==> src/rtl/fracn_pkg.sv <==
package fracn_pkg;
    typedef enum logic [1:0] {
        ADDR_INT   = 2'd0,
        ADDR_FRAC  = 2'd1,
        ADDR_CORR  = 2'd2,
        ADDR_PRESC = 2'd3
    } cfg_addr_t;

    localparam int LOW_P_NARROW = 4;
    localparam int LOW_P_WIDE   = 8;
endpackage

==> src/rtl/fracn_regs.sv <==
module fracn_regs
    import fracn_pkg::*;
#(
    parameter int INT_W   = 8,
    parameter int NFRAC_W = 12,
    parameter int CORR_W  = 11,
    parameter int DATA_W  = 12,
    parameter int INT_RST = 31
) (
    input  logic                clk,
    input  logic                rst_n,
    input  logic                wr_en,
    input  logic [1:0]          wr_addr,
    input  logic [DATA_W-1:0]   wr_data,
    input  logic                commit,
    output logic [INT_W-1:0]    ival_o,
    output logic [NFRAC_W-1:0]  fval_o,
    output logic [CORR_W-1:0]   cval_o,
    output logic                wide_o
);
    typedef struct packed {
        logic [INT_W-1:0]   ival;
        logic [NFRAC_W-1:0] fval;
        logic [CORR_W-1:0]  cval;
        logic               wide;
    } cfg_t;

    typedef struct packed {
        cfg_t shadow;
        cfg_t active;
    } st_t;

    localparam cfg_t CFG_RST = '{ival: INT_W'(INT_RST), fval: '0, cval: '0, wide: 1'b0};

    st_t q, d;

    always_comb begin
        d = q;
        if (wr_en) begin
            case (cfg_addr_t'(wr_addr))
                ADDR_INT:   d.shadow.ival = wr_data[INT_W-1:0];
                ADDR_FRAC:  d.shadow.fval = wr_data[NFRAC_W-1:0];
                ADDR_CORR:  d.shadow.cval = wr_data[CORR_W-1:0];
                default:    d.shadow.wide = wr_data[0];
            endcase
        end
        if (commit) begin
            d.active = d.shadow;
        end
        ival_o = d.active.ival;
        fval_o = d.active.fval;
        cval_o = d.active.cval;
        wide_o = d.active.wide;
    end

    always_ff @(posedge clk or negedge rst_n) begin
        if (!rst_n) begin
            q <= '{shadow: CFG_RST, active: CFG_RST};
        end else begin
            q <= d;
        end
    end


    hold_until_commit_chk: assert property (@(posedge clk) disable iff (!rst_n)
        !commit |=> $stable(q.active));
endmodule

==> src/rtl/fracn_mash3.sv <==
module fracn_mash3 #(
    parameter int FRAC_W = 15,
    parameter int OFS_W  = 4
) (
    input  logic                     clk,
    input  logic                     rst_n,
    input  logic                     step,
    input  logic [FRAC_W-1:0]        frac,
    output logic signed [OFS_W-1:0]  ofs_o
);
    typedef struct packed {
        logic [FRAC_W-1:0] acc1;
        logic [FRAC_W-1:0] acc2;
        logic [FRAC_W-1:0] acc3;
        logic              c2_z;
        logic              c3_z1;
        logic              c3_z2;
    } st_t;

    st_t q, d;
    logic [FRAC_W:0] s1, s2, s3;
    logic c1, c2, c3;
    int ofs_i;

    always_comb begin
        d  = q;
        s1 = {1'b0, q.acc1} + {1'b0, frac};
        s2 = {1'b0, q.acc2} + {1'b0, s1[FRAC_W-1:0]};
        s3 = {1'b0, q.acc3} + {1'b0, s2[FRAC_W-1:0]};
        c1 = s1[FRAC_W];
        c2 = s2[FRAC_W];
        c3 = s3[FRAC_W];
        ofs_i = int'(c1) + int'(c2) - int'(q.c2_z)
              + int'(c3) - 2 * int'(q.c3_z1) + int'(q.c3_z2);
        ofs_o = OFS_W'(ofs_i);
        if (step) begin
            d.acc1  = s1[FRAC_W-1:0];
            d.acc2  = s2[FRAC_W-1:0];
            d.acc3  = s3[FRAC_W-1:0];
            d.c2_z  = c2;
            d.c3_z1 = c3;
            d.c3_z2 = q.c3_z1;
        end
    end

    always_ff @(posedge clk or negedge rst_n) begin
        if (!rst_n) begin
            q <= '0;
        end else begin
            q <= d;
        end
    end


    ofs_range_chk: assert property (@(posedge clk) disable iff (!rst_n)
        step |-> (ofs_o >= -4'sd3 && ofs_o <= 4'sd4));


    idle_hold_chk: assert property (@(posedge clk) disable iff (!rst_n)
        !step |=> ($stable(q.acc1) && $stable(q.acc2) && $stable(q.acc3)));
endmodule

==> src/rtl/fracn_swallow.sv <==
module fracn_swallow
    import fracn_pkg::*;
#(
    parameter int N_W     = 9,
    parameter int INT_RST = 31
) (
    input  logic            clk,
    input  logic            rst_n,
    input  logic [N_W-1:0]  n_next,
    input  logic            wide_next,
    output logic            mod_sel_o,
    output logic            done_o
);
    localparam int POS_W = N_W - 1;
    localparam int A_W   = $clog2(LOW_P_WIDE);
    localparam int SH_N  = $clog2(LOW_P_NARROW);
    localparam int SH_W  = $clog2(LOW_P_WIDE);

    typedef struct packed {
        logic [POS_W-1:0] pos;
        logic [POS_W-1:0] b;
        logic [A_W-1:0]   a;
    } st_t;

    st_t q, d;
    int sh;

    always_comb begin
        d  = q;
        sh = wide_next ? SH_W : SH_N;
        done_o    = (q.pos == q.b - 1'b1);
        mod_sel_o = (q.pos < POS_W'(q.a));
        if (done_o) begin
            d.pos = '0;
            d.b   = POS_W'(n_next >> sh);
            d.a   = A_W'(n_next & ((N_W'(1) << sh) - 1'b1));
        end else begin
            d.pos = q.pos + 1'b1;
        end
    end

    always_ff @(posedge clk or negedge rst_n) begin
        if (!rst_n) begin
            q <= '{pos: '0,
                   b: POS_W'(INT_RST / LOW_P_NARROW),
                   a: A_W'(INT_RST % LOW_P_NARROW)};
        end else begin
            q <= d;
        end
    end


    swallow_order_chk: assert property (@(posedge clk) disable iff (!rst_n)
        done_o |-> (POS_W'(q.a) <= q.b));


    done_spacing_chk: assert property (@(posedge clk) disable iff (!rst_n)
        done_o |=> !done_o);


    sel_start_chk: assert property (@(posedge clk) disable iff (!rst_n)
        (done_o && (d.a != '0)) |=> mod_sel_o);
endmodule

==> src/rtl/fracn_divider.sv <==
module fracn_divider
    import fracn_pkg::*;
#(
    parameter int INT_W   = 8,
    parameter int NFRAC_W = 12,
    parameter int CORR_W  = 11,
    parameter int FRAC_W  = 15,
    parameter int OFS_W   = 4,
    parameter int INT_RST = 31,
    parameter int DATA_W  = NFRAC_W
) (
    input  logic              clk,
    input  logic              rst_n,
    input  logic              wr_en,
    input  logic [1:0]        wr_addr,
    input  logic [DATA_W-1:0] wr_data,
    output logic              mod_sel,
    output logic              div_done
);
    localparam int N_W = INT_W + 1;
    localparam int FSH = FRAC_W - NFRAC_W;

    logic [INT_W-1:0]          ival;
    logic [NFRAC_W-1:0]        fval;
    logic [CORR_W-1:0]         cval;
    logic                      wide;
    logic [FRAC_W-1:0]         frac_sum;
    logic signed [OFS_W-1:0]   ofs;
    logic [N_W-1:0]            n_next;
    int                        n_sum;

    fracn_regs #(
        .INT_W(INT_W), .NFRAC_W(NFRAC_W), .CORR_W(CORR_W),
        .DATA_W(DATA_W), .INT_RST(INT_RST)
    ) u_regs (
        .clk(clk), .rst_n(rst_n), .wr_en(wr_en), .wr_addr(wr_addr),
        .wr_data(wr_data), .commit(div_done),
        .ival_o(ival), .fval_o(fval), .cval_o(cval), .wide_o(wide)
    );

    always_comb begin
        frac_sum = {fval, {FSH{1'b0}}}
                 + {{(FRAC_W-CORR_W){cval[CORR_W-1]}}, cval};
        n_sum    = int'(ival) + int'(ofs);
        n_next   = N_W'(n_sum);
    end

    fracn_mash3 #(.FRAC_W(FRAC_W), .OFS_W(OFS_W)) u_mash (
        .clk(clk), .rst_n(rst_n), .step(div_done),
        .frac(frac_sum), .ofs_o(ofs)
    );

    fracn_swallow #(.N_W(N_W), .INT_RST(INT_RST)) u_swallow (
        .clk(clk), .rst_n(rst_n), .n_next(n_next), .wide_next(wide),
        .mod_sel_o(mod_sel), .done_o(div_done)
    );
endmodule

==> config.mk <==
export PLATFORM = sky130hd
export DESIGN_NAME = fracn_divider
export DESIGN_NICKNAME = d
export VERILOG_FILES = /design/src/rtl/fracn_pkg.sv /design/src/rtl/fracn_regs.sv /design/src/rtl/fracn_mash3.sv /design/src/rtl/fracn_swallow.sv /design/src/rtl/fracn_divider.sv
export SDC_FILE = /design/constraint.sdc
export NUM_CORES = 1
export LEC_CHECK = 0
export BUFFER_PORTS_ARGS = -buffer_cell sky130_fd_sc_hd__buf_2
export CAP_MARGIN = 20
export CORE_MARGIN = 2
export CORE_UTILIZATION = 45
export DETAILED_ROUTE_END_ITERATION = 8
export SYNTH_ARGS = -nofsm -noshare
export SYNTH_HDL_FRONTEND = slang
export SYNTH_HIERARCHICAL = 1
export SYNTH_SLANG_ARGS = --single-unit
==> constraint.sdc <==
create_clock -name clk -period 16.62 [get_ports clk]
set_input_delay 1.662 -clock clk [delete_from_list [all_inputs] [get_ports clk]]
set_output_delay 1.662 -clock clk [all_outputs]
set_load 0.02 [all_outputs]
==> impl_metrics.yaml <==
run_status:
  outcome: "completed"
timing:
  maxSlewHeadroom_pct: 53.6
  setup_tns_ps: 0
  setup_viol: 0
  finalCriticalPeriod_ps: 10370
  max_freq_mhz: 96.5
  final.setup_skew_ps: 12.0
  setup_ws_ps: 6250
  tightestPinTransition_ps: 697
  maxSlewViolCount: 0
  rsz0062_at_grt: "no"
  period_share_pct: 62.4
  hold_viol: 0
critical_path:
  cp.required_ps: 16930
  ff2ff_setup_slack_ps: 6250
  reg2reg_from: "u_swallow/q[3]$_DFFE_PN1N_"
  critPathKind: "register to register"
  critPathBufInv: 2
  slowest_delay_ps: 620
  rr_endpoint: "u_swallow/q[7]$_DFFE_PN0N_"
  r2r.worst_path.cells: 40
  cp_slowest_cell: "buf_4"
  path_delay_family: "compound AO/OA/AOI/OAI gates"
  setup.worst_path.start_class: "register"
  endpoint_kind: "register"
  crit_arrival_ps: 10670
  crit_fanout: 70
  timing.critical_path.mode_cell: "ha_1"
synth:
  syn_area_um2: 8740
  synth_ff_type: "dfrtp_1"
  synth_cells: 921
  synthArstFlopShare_pct: 100
  synth_edf_count: 0
  ys_seq_elements: 130
  ys_warn_count: 6
  syn-num-nets: 1021
  syn_area_per_cell_um2: 9.49
  yosysSeqAreaShare_pct: 37.4
  ys_types: 70
routing:
  drt_wl_total_mm: 17.6
  dr.first_iter.drc_count: 371
  wl_per_cell_um: 14.9
  drcViolationCount: 0
  dr.pass1.iters: 5
  routed_via_density: 5.36
  antenna_left: 0
  num_vias: 6308
placement:
  dp_hpwl_mm: 12.7
  dp.cells: 1144
  place_worst_setup_slack_ps: 6240
  place_congestion: 0.829
  port_buffers: 18
job:
  maxCapViolCount: 0
worst_hold_path:
  hp-start: "u_regs/q[45]$_DFF_PN0_"
  hold_depth: 2
  hp-class: "register to register"
  min_to: "u_regs/q[45]$_DFF_PN0_"
floorplan:
  die_w_um: 143
  die_y_um: 143
  std_cell_rows: 50
  start_util_pct: 46.3
  die_area_um2: 20600
  io_pins: 19
  coreArea_um2: 18900
layout:
  mostFrequentLayoutCell: "nand2_1"
  multi_input_area_um2: 4980
  syn_to_final_growth_pct: 8.84
  fillCellCount: 1724
  final_cell_mix: "nand2_1 (121), dfrtp_1 (115), nor2_1 (84)"
  layout-drive-gt1-share_pct: 14.5
  antenna_cells: 0
  postLayoutCoreUtil_pct: 50.4
  fin_nets: 1004
  seq_area_um2: 3270
  instances_no_fill: 1177
clock_network:
  cts_root_buf: "clkbuf_16"
  holdBufCountCts: 0
  cts_max_level: 4
  cts_setup_buffers: 0
  clk_pin_slew_worst_paths_ps: 60
  cts_tree: "yes"
  cts_buffer_depth: 2
  cts_buffers: 17
  worstSkewPairLatency_ps: 420
  cts_resized: 0
  cts_num_sinks: 130
grt:
  grt_pass1_wl_mm: 30.4
  overflow: 0
  grt_pass1_vias: 6261
  grt_max_degree: 80
  grt_usage_pct: 18.5
  antenna_found_initial: 0
[cells in the mapped netlist, types with 14 or more instances]
master    number  area (um2)
a21o_1        17         128
a21oi_1       45         225
a31oi_1       40         250
buf_4         33         248
clkbuf_1      17        63.8
dfrtp_1      115        2880
dfstp_2       15         394
ha_1          76         951
inv_1         38         143
mux2_2        43         484
nand2_1      121         454
nand3_1       20         100
nor2_1        84         315
nor3_1        14        70.1
o21ai_0       24         120
xnor2_1       31         272
xor2_1        29         254
[layer usage]
metal	track usage (%)	wire length, um	share of wire [%]	vias to the layer above
met5	0	0	0	-
met4	5.31	144	0.82	0
met3	3.73	591	3.4	14
met2	29.3	8010	46	83
met1	25.7	8810	50	2992
li1	-	-	-	3219
[cell families (layout without fill, tap and decap cells)]
logic type | count (synthesis) | count (layout) | share of synthesized area (%)
muxes | 55 | 55 | 7.01
buffers and inverters | 97 | 93 | 5.68
DFF | 130 | 130 | 37.4
xor gates and xnor gates | 60 | 60 | 6.01
AOI/OAI and AO/OA | 205 | 205 | 16.4
and+or+nand+nor | 291 | 291 | 15.0
adders and majority gates | 83 | 83 | 12.5
[how the worst max path moves through the flow]
stage	to	from	cells past startpoint	slack, ps
after floorplan	u_swallow/q[8]$_DFFE_PN0N_	u_swallow/q[3]$_DFFE_PN1N_	45	5910
after global placement	u_swallow/q[7]$_DFFE_PN0N_	u_swallow/q[3]$_DFFE_PN1N_	40	6430
after detailed placement	u_swallow/q[7]$_DFFE_PN0N_	u_swallow/q[3]$_DFFE_PN1N_	40	6240
after CTS	u_swallow/q[7]$_DFFE_PN0N_	u_swallow/q[3]$_DFFE_PN1N_	40	6190
after global routing	u_swallow/q[8]$_DFFE_PN0N_	u_swallow/q[3]$_DFFE_PN1N_	40	5410
final	u_swallow/q[7]$_DFFE_PN0N_	u_swallow/q[3]$_DFFE_PN1N_	40	6250
[state kept, by name (all words and copies together) (netlist names)]
register and cells:
u_regs/q 64, u_swallow/q 18, u_mash/q 48
[worst register-to-register path: cells and delay by family, from the launching register on]
family	cells	cell delay (ps)
fa+ha+maj	8	2900
xor+xnor	4	660
compound gates	17	3780
flops	1	600
simple gates	7	1110
mux	2	510
buf+inv	2	690
[layout make-up]
cell class | count | area share [%]
sequential | 130 | 34.4
inverter | 38 | 1.50
tap | 260 | 3.42
clock buffer | 17 | 4.47
clock inverter | 15 | 2.27
timing repair buffer | 23 | 1.62
multi-input combinational | 694 | 52.3
[through the flow]
step,instance area [um2],hold slack (ps)
after floorplan,8740,439
after global placement,8850,455
after detailed placement,8850,457
after CTS,9490,472
after global routing,9520,490
final,9520,474
Power is not shown: default switching activity piles up to over one toggle a cycle in this logic, so the estimate is an artifact.
